### config.mk
export PLATFORM = sky130hd
export DESIGN_NAME = romshadow_decode
export DESIGN_NICKNAME = d
export VERILOG_FILES = /design/src/rtl/romshadow_pkg.sv /design/src/rtl/romshadow_cfg_regs.sv /design/src/rtl/romshadow_seg_map.sv /design/src/rtl/romshadow_region_dec.sv /design/src/rtl/romshadow_decode.sv
export SDC_FILE = /design/constraint.sdc
export NUM_CORES = 1
export LEC_CHECK = 0
export ABC_AREA = 1
export BUFFER_PORTS_ARGS = -buffer_cell sky130_fd_sc_hd__buf_2
export CAP_MARGIN = 0
export CORE_ASPECT_RATIO = 0.75
export CORE_MARGIN = 1.5
export CORE_UTILIZATION = 35
export CTS_BUF_LIST = sky130_fd_sc_hd__clkbuf_2
export DETAILED_ROUTE_END_ITERATION = 16
export PLACE_DENSITY_LB_ADDON = 0.15
export SYNTH_ARGS = -nofsm -noshare
export SYNTH_HDL_FRONTEND = slang
export SYNTH_SLANG_ARGS = --single-unit
### constraint.sdc
create_clock -name clk -period 1.3 [get_ports clk]
set_clock_uncertainty 0.2 [all_clocks]
set_input_delay 0.13 -clock clk [delete_from_list [all_inputs] [get_ports clk]]
set_output_delay 0.13 -clock clk [all_outputs]
set_load 0.01 [all_outputs]
### src/rtl/romshadow_pkg.sv
package romshadow_pkg;

    // destination index; the one-hot select is 1 << index
    typedef enum logic [1:0] {
        RGN_ROM    = 2'd0,
        RGN_SHADOW = 2'd1,
        RGN_BASE   = 2'd2,
        RGN_NONE   = 2'd3
    } region_e;

    // configuration register byte offsets
    localparam int CFG_OFF_DRAM   = 'h40;
    localparam int CFG_OFF_SHADOW = 'h44;
    localparam int CFG_OFF_BIOS   = 'hD0;

    // reset contents
    localparam logic [7:0]  RST_DRAM   = 8'h00;
    localparam logic [15:0] RST_SHADOW = 16'h0000;
    localparam logic [7:0]  RST_BIOS   = 8'h78;
    localparam logic [7:0]  RST_ISA    = 8'hFF;

    // BIOS byte bits that enable the E and F ROM ranges
    localparam int BIOS_E_BIT = 6;
    localparam int BIOS_F_BIT = 5;
    // ISA byte bit enabling low base memory
    localparam int ISA_LOW_BIT = 0;

    typedef struct packed {
        logic [7:0]  dram;
        logic [15:0] shadow;
        logic [7:0]  bios;
        logic [7:0]  isa;
    } cfg_t;

endpackage

### src/rtl/romshadow_cfg_regs.sv
module romshadow_cfg_regs
    import romshadow_pkg::*;
#(
    parameter int CFG_AW  = 8,
    parameter int NSHADOW = 8
) (
    input  logic              clk,
    input  logic              rst,
    input  logic              wr,
    input  logic [CFG_AW-1:0] addr,
    input  logic [3:0]        be,
    input  logic [31:0]       wdata,
    output logic [31:0]       rdata,
    output logic              rom_en_e,
    output logic              rom_en_f,
    output logic              low_en,
    output logic [NSHADOW-1:0] shadow_map
);

    cfg_t cfg_d, cfg_q;
    int   word_off;

    always_comb begin
        word_off = int'({addr[CFG_AW-1:2], 2'b00});
    end

    // next-state
    always_comb begin
        cfg_d = cfg_q;
        if (wr) begin
            if (word_off == CFG_OFF_DRAM) begin
                if (be[0]) cfg_d.dram = wdata[7:0];
            end else if (word_off == CFG_OFF_SHADOW) begin
                if (be[0]) cfg_d.shadow[7:0]  = wdata[7:0];
                if (be[1]) cfg_d.shadow[15:8] = wdata[15:8];
            end else if (word_off == CFG_OFF_BIOS) begin
                if (be[0]) cfg_d.bios = wdata[7:0];
                if (be[1]) cfg_d.isa  = wdata[15:8];
            end
        end
    end

    always_ff @(posedge clk) begin
        if (rst) begin
            cfg_q <= '{dram: RST_DRAM, shadow: RST_SHADOW, bios: RST_BIOS, isa: RST_ISA};
        end else begin
            cfg_q <= cfg_d;
        end
    end

    // read mux
    always_comb begin
        rdata = 32'h0;
        if (word_off == CFG_OFF_DRAM) begin
            rdata[7:0] = cfg_q.dram;
        end else if (word_off == CFG_OFF_SHADOW) begin
            rdata[15:0] = cfg_q.shadow;
        end else if (word_off == CFG_OFF_BIOS) begin
            rdata[15:0] = {cfg_q.isa, cfg_q.bios};
        end
    end

    assign rom_en_e   = cfg_q.bios[BIOS_E_BIT];
    assign rom_en_f   = cfg_q.bios[BIOS_F_BIT];
    assign low_en     = cfg_q.isa[ISA_LOW_BIT];
    assign shadow_map = cfg_q.shadow[NSHADOW-1:0];

endmodule

### src/rtl/romshadow_seg_map.sv
module romshadow_seg_map #(
    parameter int NSEG = 8
) (
    input  logic            rom_en_e,
    input  logic            rom_en_f,
    input  logic [NSEG-1:0] shadow_map,
    output logic [NSEG-1:0] seg_rom,
    output logic [NSEG-1:0] seg_sh
);

    // lower half of the segments shadow freely; upper half pair up under ROM enables
    localparam int NFREE = NSEG / 2;

    for (genvar k = 0; k < NSEG; k++) begin : g_seg
        if (k < NFREE) begin : g_free
            assign seg_rom[k] = 1'b0;
            assign seg_sh[k]  = shadow_map[k];
        end else begin : g_rom
            localparam int GRP  = (k - NFREE) / 2;
            localparam int PAIR = NFREE + 2 * GRP;
            logic en;
            logic pair_clear;
            assign en         = (GRP == 0) ? rom_en_e : rom_en_f;
            assign pair_clear = (shadow_map[PAIR +: 2] == 2'b00);
            assign seg_rom[k] = en & pair_clear;
            assign seg_sh[k]  = en & shadow_map[k];
        end
    end

endmodule

### src/rtl/romshadow_region_dec.sv
module romshadow_region_dec
    import romshadow_pkg::*;
#(
    parameter int          ROM_AW    = 17,
    parameter int          SEG_AW    = 15,
    parameter int          NSEG      = 8,
    parameter logic [31:0] SEG_BASE  = 32'h000C_0000,
    parameter logic [31:0] LOW_TOP   = 32'h000A_0000,
    parameter logic [31:0] HIGH_BASE = 32'h0010_0000,
    parameter logic [31:0] DRAM_TOP  = 32'h0200_0000
) (
    input  logic [31:0]     addr,
    input  logic            rom_en_e,
    input  logic            rom_en_f,
    input  logic            low_en,
    input  logic [NSEG-1:0] shadow_map,
    output region_e         rgn
);

    localparam int AREA_LSB = SEG_AW + $clog2(NSEG);

    logic [NSEG-1:0]          seg_rom;
    logic [NSEG-1:0]          seg_sh;
    logic                     in_area;
    logic                     in_alias;
    logic [AREA_LSB-SEG_AW-1:0] seg_idx;

    romshadow_seg_map #(.NSEG(NSEG)) u_seg (
        .rom_en_e  (rom_en_e),
        .rom_en_f  (rom_en_f),
        .shadow_map(shadow_map),
        .seg_rom   (seg_rom),
        .seg_sh    (seg_sh)
    );

    assign in_area  = ((addr >> AREA_LSB) == (SEG_BASE >> AREA_LSB));
    assign in_alias = &addr[31:ROM_AW];
    assign seg_idx  = addr[AREA_LSB-1:SEG_AW];

    always_comb begin
        rgn = RGN_NONE;
        if (in_alias) begin
            if (addr[ROM_AW-1] ? rom_en_f : rom_en_e) rgn = RGN_ROM;
        end else if (in_area) begin
            if (seg_rom[seg_idx])     rgn = RGN_ROM;
            else if (seg_sh[seg_idx]) rgn = RGN_SHADOW;
        end else if (addr < LOW_TOP) begin
            if (low_en) rgn = RGN_BASE;
        end else if (addr >= HIGH_BASE && addr < DRAM_TOP) begin
            rgn = RGN_BASE;
        end
    end

endmodule

### src/rtl/romshadow_decode.sv
module romshadow_decode
    import romshadow_pkg::*;
#(
    parameter int          ROM_BYTES = 131072,
    parameter int          CFG_AW    = 8,
    parameter int          SEG_BYTES = 32768,
    parameter int          NSEG      = 8,
    parameter logic [31:0] LOW_TOP   = 32'h000A_0000,
    parameter logic [31:0] HIGH_BASE = 32'h0010_0000,
    parameter logic [31:0] DRAM_TOP  = 32'h0200_0000,
    localparam int         ROM_AW    = $clog2(ROM_BYTES),
    localparam int         SEG_AW    = $clog2(SEG_BYTES)
) (
    input  logic              clk,
    input  logic              rst,
    input  logic              cfg_wr,
    input  logic [CFG_AW-1:0] cfg_addr,
    input  logic [3:0]        cfg_be,
    input  logic [31:0]       cfg_wdata,
    output logic [31:0]       cfg_rdata,
    input  logic [31:0]       mem_addr,
    output logic [3:0]        region_sel,
    output logic [ROM_AW-1:0] rom_offset
);

    localparam logic [31:0] SEG_BASE = 32'h0010_0000 - 32'(NSEG * SEG_BYTES);

    typedef struct packed {
        logic [3:0]        sel;
        logic [ROM_AW-1:0] off;
    } dec_out_t;

    logic            rom_en_e;
    logic            rom_en_f;
    logic            low_en;
    logic [NSEG-1:0] shadow_map;
    region_e         rgn;
    dec_out_t        out_d, out_q;

    romshadow_cfg_regs #(.CFG_AW(CFG_AW), .NSHADOW(NSEG)) u_regs (
        .clk       (clk),
        .rst       (rst),
        .wr        (cfg_wr),
        .addr      (cfg_addr),
        .be        (cfg_be),
        .wdata     (cfg_wdata),
        .rdata     (cfg_rdata),
        .rom_en_e  (rom_en_e),
        .rom_en_f  (rom_en_f),
        .low_en    (low_en),
        .shadow_map(shadow_map)
    );

    romshadow_region_dec #(
        .ROM_AW   (ROM_AW),
        .SEG_AW   (SEG_AW),
        .NSEG     (NSEG),
        .SEG_BASE (SEG_BASE),
        .LOW_TOP  (LOW_TOP),
        .HIGH_BASE(HIGH_BASE),
        .DRAM_TOP (DRAM_TOP)
    ) u_dec (
        .addr      (mem_addr),
        .rom_en_e  (rom_en_e),
        .rom_en_f  (rom_en_f),
        .low_en    (low_en),
        .shadow_map(shadow_map),
        .rgn       (rgn)
    );

    always_comb begin
        out_d     = out_q;
        out_d.sel = 4'b0001 << rgn;
        out_d.off = mem_addr[ROM_AW-1:0];
    end

    always_ff @(posedge clk) begin
        if (rst) begin
            out_q <= '{sel: 4'b1000, off: '0};
        end else begin
            out_q <= out_d;
        end
    end

    assign region_sel = out_q.sel;
    assign rom_offset = out_q.off;

endmodule

* Yosys cells after proc, flatten, opt, wreduce, memory -nomap -nowiden
Index checks and enable logic that the tools add are counted.
** Operators by class
- Equality and inequality tests :: 4
- Bitwise logic cells :: 8
- Reductions and logical operators :: 9
- Order comparisons :: 4
- Shifts and indexed selects :: 1
- Mux-type cells :: 17
- Add/sub/neg operators :: 0
- Multiply operators :: 0
- Div/mod/pow operators :: 0
** Operator list (count)
- greater-or-equal comparator 32 x 21 -> 1 bit (second input constant) :: 1
- less-than comparator 32 x 20 -> 1 bit (second input constant) :: 1
- less-than comparator 32 x 26 -> 1 bit (second input constant) :: 1
- two-way mux 16 bit :: 2
- two-way mux 8 bit :: 2
- AND reduction 15 bit :: 1
- == test 14 x 2 -> 1 bit (second input constant) :: 1
- == test 6 bit (second input constant) :: 2
- two-way mux 2 bit :: 6
- AND reduction 5 bit :: 2
- AND reduction 4 bit :: 2
- AND 1 bit :: 6
- binary-select mux 1 bit (select 3 bit) :: 2
- == test 6 x 5 -> 1 bit (second input constant) :: 1
- two-way mux 1 bit :: 5
- zero test 2 bit :: 2
- less-than comparator 3 x 4 -> 1 bit (second input constant) :: 1
- left shift 1 x 2 -> 4 bit (first input constant) :: 1
- AND reduction 3 bit :: 1
- inverter 1 bit :: 2
- logical AND 1 bit :: 1
** Word-level totals
- Word-level logic and storage cells :: 50
- Latch bits :: 0
- Output and inout port bits :: 53
- Memory bits (read-only) :: 0
- Bits in writable memories :: 0
- Input port bits :: 79
- Flip-flop bits (word level) :: 61
- Memories kept :: 0

* Logic depth before layout (Yosys ltp)
Gate-level depths: netlist (run 1).
- Word-level depth :: 8
- Depth in mapped cells :: 10

* By module
From an unflattened synthesis (run 1), not the netlist that was laid out.
** Unflattened totals
- Cell total of the unflattened synthesis :: 501
- Area total of the unflattened synthesis :: 3330.7 sq um
** By module, submodules not included
- romshadow_cfg_regs :: cells each 333, sequential area each 800.8 sq um, area each 2259.7 sq um, times used 1
- romshadow_decode :: cells each 67, sequential area each 420.4 sq um, area each 611.8 sq um, times used 1
- romshadow_region_dec :: cells each 76, sequential area each 0.0 sq um, area each 327.8 sq um, times used 1
- romshadow_seg_map :: cells each 25, sequential area each 0.0 sq um, area each 131.4 sq um, times used 1

* Least setup slack after synthesis (run 1)
OpenSTA, ideal clock, no wires.
- Kind :: register to register
- From :: register u_regs.cfg_q, in the netlist u_regs.rom_en_e
- To :: register out_q, in the netlist region_sel[3]
- Arrival :: 0.905 ns
- Setup slack :: 0.070 ns
- Required time :: 0.974 ns
- Cell stages (with the launch flop) :: 10
- Buffers on the path :: 0
- Period minus slack after synthesis :: 1.230 ns
- Setup time :: 0.126 ns
- Path through :: dfxtp_1 inv_1 nor2_4 nand2_1 nand2_1 nand2_1 nand2_1 nand2_1 nand3b_1 nand2_1
** Between the ends
- Cells in the longest elaborated chain, start to end :: 8
** RTL lines
- start, declared :: line romshadow_cfg_regs.sv:20 : cfg_t cfg_d, cfg_q;
- start signal, assigned :: line romshadow_cfg_regs.sv:45 : cfg_q <= '{dram: RST_DRAM, shadow: RST_SHADOW, bios: RST_BIOS, isa: RST_ISA};
- start signal, assigned :: line romshadow_cfg_regs.sv:47 : cfg_q <= cfg_d;
- AND 1 bit :: line romshadow_seg_map.sv:26 : assign seg_sh[k] = en & shadow_map[k];
- binary-select mux 1 bit (select 3 bit) :: line romshadow_region_dec.sv:46 : else if (seg_sh[seg_idx]) rgn = RGN_SHADOW;
- two-way mux 1 bit (not written as such) :: line romshadow_region_dec.sv:46
- two-way mux 2 bit :: line romshadow_region_dec.sv:46
- two-way mux 2 bit :: line romshadow_region_dec.sv:45 : if (seg_rom[seg_idx]) rgn = RGN_ROM;
- two-way mux 2 bit :: line romshadow_region_dec.sv:44 : end else if (in_area) begin
- two-way mux 2 bit (*) :: line romshadow_region_dec.sv:42 : if (in_alias) begin
- left shift 1 x 2 -> 4 bit (*) :: line romshadow_decode.sv:73 : out_d.sel = 4'b0001 << rgn;
- end signal, assigned :: line romshadow_decode.sv:79 : out_q <= '{sel: 4'b1000, off: '0};
- end signal, assigned :: line romshadow_decode.sv:81 : out_q <= out_d;
- end, declared :: line romshadow_decode.sv:38 : dec_out_t out_d, out_q;
Every way passes the cells marked *; elsewhere a longest branch is shown, timed or not. The select of a mux whose other input is x is not followed.
A chain may end at the register's enable or synchronous reset.

* Final worst setup path (run 1)
- From :: register u_regs.cfg_q, in the netlist u_regs.shadow_map[5]
- To :: output port cfg_rdata[5]
** Between the ends
- Cells in the longest elaborated chain, start to end :: 2
** RTL lines
- two-way mux 16 bit :: line romshadow_cfg_regs.sv:56 : end else if (word_off == CFG_OFF_SHADOW) begin
- two-way mux 8 bit :: line romshadow_cfg_regs.sv:54 : if (word_off == CFG_OFF_DRAM) begin
- end, declared :: line romshadow_decode.sv:20 : output logic [31:0] cfg_rdata,
No other way between the ends.

==> impl_metrics.csv, run 1 <==
group,metric,value,unit
clock_network,cts_buffer_depth,2,
global_routing,grt_first_pass_wirelength,13900,µm
clock_network,htree_num_levels,3,
clock_network,cts_tree,"yes",
setup_path,r2r_end,"region_sel[1]",
floorplan,initial_utilization,0.359,
global_routing,globalRouteOverflowTotal,0,
timing,final.setup.worst_slack,-0.349,ns
logic_synthesis,syn_area_per_cell,7.21,µm²
floorplan,die_area,8570,µm²
timing,rsz_0062_raised_after_global_routing,"true",
clock_network,cts.sink_count,61,
detailed_routing,finalWirelength,8340,µm
worst_hold_path,hold_depth,8,
logic_synthesis,yosysUniqueCellTypes,29,
detailed_routing,met1Wirelength,3810,µm
timing,timing.final.crit_share,1.27,
detailed_routing,wl_met2,3830,µm
placed_design,finalWeightedCongestion,0.827,
floorplan,die_w,106,µm
detailed_routing,vias_per_cell,4.56,
clock_network,clk_latency,0.49,ns
pwr,worst_ir_drop_vdd,0.000445,V
detailed_routing,avgRoutedWirePerCell,12.0,µm
setup_path,worst_r2r_startpoint,"u_regs.shadow_map[5]",
placed_design,place.port_buffers,95,
global_routing,grt_antenna_before_repair,0,
timing,whs,-0.0500,ns
timing,timing.final.setup_violations,35,
detailed_routing,via_count,3164,
timing,max_freq,606,MHz
clock_network,cts.reportedPaths.clkPinSlew,0.17,ns
detailed_routing,total_drc_errors_in_the_routed_layout,0,
timing,timing.final.max_slew_violations,0,
logic_synthesis,syn-instance-count,389,
timing,timing.setup.tns,-5.51,ns
run,reported_max_cap_violation_count,0,
cells_and_area,design.final.nets,663,
setup_path,critical_path.cell_chain,"inv_2, buf_6, o211ai_1, buf_2",
logic_synthesis,syn_area,2810,µm²
placed_design,place_hpwl,5620,µm
placed_design,placedInstanceArea,3570,µm²
setup_path,crit_arrival,1.32,ns
detailed_routing,firstDrtPassIters,4,
logic_synthesis,synth-warning-count,0,
placed_design,dpl_worst_slack,-0.312,ns
worst_hold_path,worst_hold_startpoint,"mem_addr[30]",
floorplan,fp-row-count,28,
global_routing,grt_use_total,0.205,
pwr,leakage_power_of_the_design,2.30,nW
setup_path,worst_path_max_delay_cell,"dfxtp_2",
cells_and_area,area.growth.synth_to_final,63.6,%
setup_path,timing.critical_path.required,0.97,ns
floorplan,die-height,80.5,µm
worst_hold_path,hold_class,"input pin to flip-flop",
global_routing,first_global_vias,3078,
clock_network,clock-root-buffer,"clkbuf_2",
timing,hold_violations,3,
setup_path,critPathCaptureType,"primary output",
setup_path,timing_worst_setup_path_type,"flip-flop to primary output",
cells_and_area,final_common_cell,"buf_2",
setup_path,crit_buf_inv,3,
detailed_routing,detailroute.wirelength.met3,620,µm
detailed_routing,top_signal_layer_used,"met4",
setup_path,critical_path_depth,4,
pwr,power-per-cell-area,837,nW/µm²
setup_path,worst_path_largest_cell_delay,0.37,ns
status,outcome,"finished, violations left",
setup_path,worstPathMaxFanout,2,
worst_hold_path,hold-path-endpoint,"region_sel[1]",
detailed_routing,postRouteAntennaNets,0,
global_routing,grt_start_max_net_pins,25,
cells_and_area,design_area,4590,µm²
logic_synthesis,synth-seq-area-share,0.435,
setup_path,reg2reg_slack,-0.17,ns
logic_synthesis,postSynthRegisterBits,61,
detailed_routing,drt_iter0_drc,120,
setup_path,r2r_cell_count,12,
status,violations_in_the_final_reports,"negative hold slack, negative setup slack",
timing,final.min_clock_period,1.65,ns
cells_and_area,most_frequent_cells_in_the_layout,"buf_2, nor2_1, dlygate4sd3_1, nand2_1, dfxtp_2",
cells_and_area,diodes,0,
setup_path,critPathLaunchType,"flip-flop",
clock_network,cts-buffers-inserted,9,
floorplan,core-area,7810,µm²
cells_and_area,drive_above_1_share,0.404,
setup_path,cpLargestDelayFamily,"flip-flops",
floorplan,design.portCount,132,
cells_and_area,final_core_util,0.588,
[tightest hold or removal path, cell delays in order]
cell and delay, ns:
buf_2 0.10, nor2_2 0.05, nand3_1 0.05, nor2_1 0.06, nand2_2 0.07, nand2_1 0.07
nand2_1 0.06, nor2_1 0.04
[flip-flops by register name, indices dropped and copies added, names as in the netlist]
register	cells
u_regs.low_en	1
u_regs.rom_en_f	1
u_regs.shadow_map	8
u_regs.rom_en_e	1
u_regs.cfg_q	29
region_sel	4
rom_offset	17
[final cells by class]
| class | instances | area [µm²] |
|---|---|---|
| Multi-Input combinational cell | 273 | 1380 |
| Timing Repair Buffer | 195 | 1510 |
| Fill cell | 735 | 3220 |
| Clock inverter | 6 | 87.6 |
| Sequential cell | 61 | 1260 |
| Inverter | 44 | 169 |
| Tap cell | 105 | 131 |
| Clock buffer | 10 | 50.0 |
[synthesized netlist by cell type, drive strengths merged]
| master | number | area [µm²] |
|---|---|---|
| a21oi | 9 | 45.0 |
| a22o | 8 | 70.1 |
| and2 | 1 | 6.26 |
| buf | 23 | 161 |
| clkbuf | 3 | 11.3 |
| clkinv | 1 | 3.75 |
| conb | 1 | 3.75 |
| dfxtp | 61 | 1220 |
| inv | 43 | 161 |
| nand2 | 69 | 269 |
| nand3 | 32 | 170 |
| nand3b | 1 | 7.51 |
| nand4 | 4 | 25.0 |
| nor2 | 88 | 382 |
| nor3 | 3 | 25.0 |
| o211a | 1 | 10.0 |
| o211ai | 8 | 60.1 |
| o21ai | 32 | 164 |
| o221ai | 1 | 8.76 |
[logic make-up (layout without fill, tap and decap cells)]
| kind of cell | Yosys count | in the layout | share of synthesized area |
|---|---|---|---|
| buffers and inverters | 70 | 255 | 0.120 |
| DFF | 61 | 61 | 0.435 |
| AOI/OAI and AO/OA | 59 | 59 | 0.128 |
| and+or+nand+nor | 198 | 198 | 0.315 |
| other | 1 | 16 | 0.00134 |
[metal layers]
| metal | track usage | vias up |
|---|---|---|
| met5 | 0 | - |
| met1 | 0.257 | 1430 |
| met3 | 0.0682 | 9 |
| met4 | 0.0514 | 0 |
| li1 | - | 1611 |
| met2 | 0.339 | 114 |
[metrics by stage]
stage | instances | total power [mW]
after floorplan | 404 | 2.16
final | 694 | 3.84
after global placement | 610 | 2.33
after detailed placement | 610 | 2.33
after global routing | 694 | 4.06
after CTS | 697 | 3.88
[worst max path at each step]
stage | from | end
3_5_place_dp | cfg_addr[5] | cfg_rdata[11]
5_1_grt | u_regs.shadow_map[5] | cfg_rdata[5]
2_1_floorplan | u_regs.rom_en_e | region_sel[3]
3_3_place_gp | cfg_addr[5] | cfg_rdata[8]
6_report | u_regs.shadow_map[5] | cfg_rdata[5]
4_1_cts | u_regs.shadow_map[5] | cfg_rdata[5]
[what timing repair did]
item	in CTS	in global routing
endpoints found under the setup margin	40	56
endpoints found under the hold margin	61	44
buffers inserted	9	4
hold buffers	64	1
resized for setup	40	45
pin swaps	20	13
[power by group]
| group | switching [mW] | internal (mW) | total [mW] | leakage (nW) |
|---|---|---|---|---|
| sequential | 0.0128 | 1.91 | 1.92 | 0.505 |
| combinational | 0.263 | 0.304 | 0.567 | 1.71 |
| clock | 0.708 | 0.646 | 1.35 | 0.0859 |
No activity file was read; power rests on OpenSTA's default activity.
==> run 2: changes to the inputs <==
CORE_ASPECT_RATIO = unset   (was 0.75)
CORE_UTILIZATION = 43   (was 35)
==> impl_metrics.csv, run 2 (same netlist as run 1, synthesis figures left out) <==
group,metric,value,unit
setup_path,critPathLaunchType,"flip-flop",
floorplan,fp-row-count,29,
cells_and_area,finalNonFillerCells,684,
timing,timing.final.max_slew_violations,0,
global_routing,globalRouteOverflowTotal,0,
detailed_routing,vias_per_cell,4.69,
floorplan,design.portCount,132,
detailed_routing,postRouteAntennaNets,0,
status,violations_in_the_final_reports,"negative setup slack",
cells_and_area,design.final.nets,681,
global_routing,grt_first_pass_wirelength,13700,µm
detailed_routing,finalWirelength,8410,µm
detailed_routing,avgRoutedWirePerCell,12.3,µm
cells_and_area,area.growth.synth_to_final,65.5,%
placed_design,place_hpwl,4970,µm
pwr,worst_ir_drop_vdd,0.000712,V
clock_network,clk_latency,0.51,ns
detailed_routing,via_count,3206,
status,outcome,"finished, violations left",
clock_network,htree_num_levels,3,
global_routing,grt_use_total,0.244,
floorplan,die_w,83.8,µm
detailed_routing,drt_iter0_drc,55,
pwr,leakage_power_of_the_design,2.40,nW
clock_network,cts-buffers-inserted,9,
timing,whs,0.0359,ns
worst_hold_path,hold-path-endpoint,"u_regs.cfg_q[7]",
timing,final.setup.worst_slack,-0.362,ns
placed_design,dpl_worst_slack,-0.180,ns
timing,max_freq,602,MHz
floorplan,core-area,6310,µm²
timing,timing.final.crit_share,1.28,
placed_design,finalWeightedCongestion,0.840,
clock_network,cts.reportedPaths.clkPinSlew,0.19,ns
timing,final.min_clock_period,1.66,ns
detailed_routing,total_drc_errors_in_the_routed_layout,0,
cells_and_area,most_frequent_cells_in_the_layout,"buf_2, nor2_1, dlygate4sd3_1, nand2_1, buf_4",
setup_path,timing_worst_setup_path_type,"flip-flop to primary output",
floorplan,die-height,83.8,µm
timing,timing.final.setup_violations,39,
global_routing,grt_start_max_net_pins,41,
floorplan,initial_utilization,0.444,
clock_network,cts_tree,"yes",
pwr,power-per-cell-area,767,nW/µm²
setup_path,critPathCaptureType,"primary output",
detailed_routing,firstDrtPassIters,5,
placed_design,dp.cells,586,
setup_path,r2r_end,"region_sel[1]",
cells_and_area,final_core_util,0.735,
cells_and_area,filler_cell_count,504,
cells_and_area,final_common_cell,"buf_2",
placed_design,place.port_buffers,95,
worst_hold_path,hold_depth,7,
setup_path,reg2reg_slack,-0.19,ns
cells_and_area,diodes,0,
worst_hold_path,worst_hold_startpoint,"cfg_addr[5]",
clock_network,cts.sink_count,61,
pwr,total_power,3.56,mW
clock_network,clock-root-buffer,"clkbuf_2",
setup_path,worst_r2r_startpoint,"u_regs.shadow_map[1]",
clock_network,cts_buffer_depth,2,
setup_path,crit_arrival,1.33,ns
floorplan,die_area,7020,µm²
timing,rsz_0062_raised_after_global_routing,"true",
run,reported_max_cap_violation_count,0,
cells_and_area,largest_register_ffs,29,
global_routing,first_global_vias,3137,
cells_and_area,drive_above_1_share,0.399,
worst_hold_path,hold_class,"input pin to flip-flop",
setup_path,r2r_cell_count,10,
setup_path,timing.critical_path.required,0.97,ns
cells_and_area,registers.top_by_ff_count,"u_regs.cfg_q",
setup_path,worstPathMaxFanout,2,
global_routing,grt_antenna_before_repair,0,
timing,hold_violations,0,
-- run 2: what timing repair did --
| item | CTS | global route |
|---|---|---|
| endpoints found under the hold margin | 61 | 46 |
| gates cloned | 0 | 1 |
| hold buffers | 65 | 1 |
| resized for setup | 48 | 31 |
| setup endpoints to repair | 41 | 59 |
| setup buffers | 14 | 8 |
| pin swaps | 26 | 14 |
-- run 2: per-layer routing --
layer  part of all wire  global-route usage  up-vias  wire, µm
met5                  0                   0        -         0
met4              0.019              0.0835        0       158
met3              0.061              0.0623       17       514
met2               0.51               0.443      119      4250
met1               0.41               0.277     1429      3490
li1                   -                   -     1641         -
-- run 2: power breakdown --
| part | switching (mW) | total (mW) | internal [mW] | leakage [nW] |
|---|---|---|---|---|
| clock | 0.790 | 1.05 | 0.263 | 0.0664 |
| combinational | 0.271 | 0.591 | 0.320 | 1.83 |
| sequential | 0.0117 | 1.92 | 1.90 | 0.504 |
-- run 2: how the worst max path moves through the flow --
stage	from	slack, ns	to
2_1_floorplan	u_regs.rom_en_e	0.07	region_sel[3]
4_1_cts	u_regs.shadow_map[4]	-0.41	cfg_rdata[4]
3_3_place_gp	cfg_addr[5]	-0.15	cfg_rdata[6]
3_5_place_dp	cfg_addr[5]	-0.18	u_regs.shadow_map[3]
5_1_grt	u_regs.shadow_map[4]	-0.50	cfg_rdata[4]
6_report	u_regs.shadow_map[4]	-0.36	cfg_rdata[4]
-- run 2: area by class of cell --
| cell class | instances | area (µm²) | share of cell area |
|---|---|---|---|
| Inverter | 44 | 165 | 0.0356 |
| Tap cell | 77 | 96.3 | 0.0207 |
| Sequential cell | 61 | 1260 | 0.271 |
| Clock inverter | 7 | 50.0 | 0.0108 |
| Clock buffer | 9 | 45.0 | 0.00970 |
| Timing Repair Buffer | 213 | 1630 | 0.351 |
| Multi-Input combinational cell | 273 | 1400 | 0.301 |
-- run 2: through the flow --
| stage | cell area [µm²] | TNS [ns] |
|---|---|---|
| 2_1_floorplan | 2860 | 0 |
| 3_3_place_gp | 3560 | -2.80 |
| 3_5_place_dp | 3560 | -4.62 |
| 4_1_cts | 4460 | -6.52 |
| 5_1_grt | 4640 | -9.14 |
| 6_report | 4640 | -5.62 |
-- run 2: critical path: stages, from the launching register on --
cell,delay (ns)
dfxtp_2,0.37
inv_2,0.04
buf_6,0.10
o211ai_1,0.15
buf_2,0.17
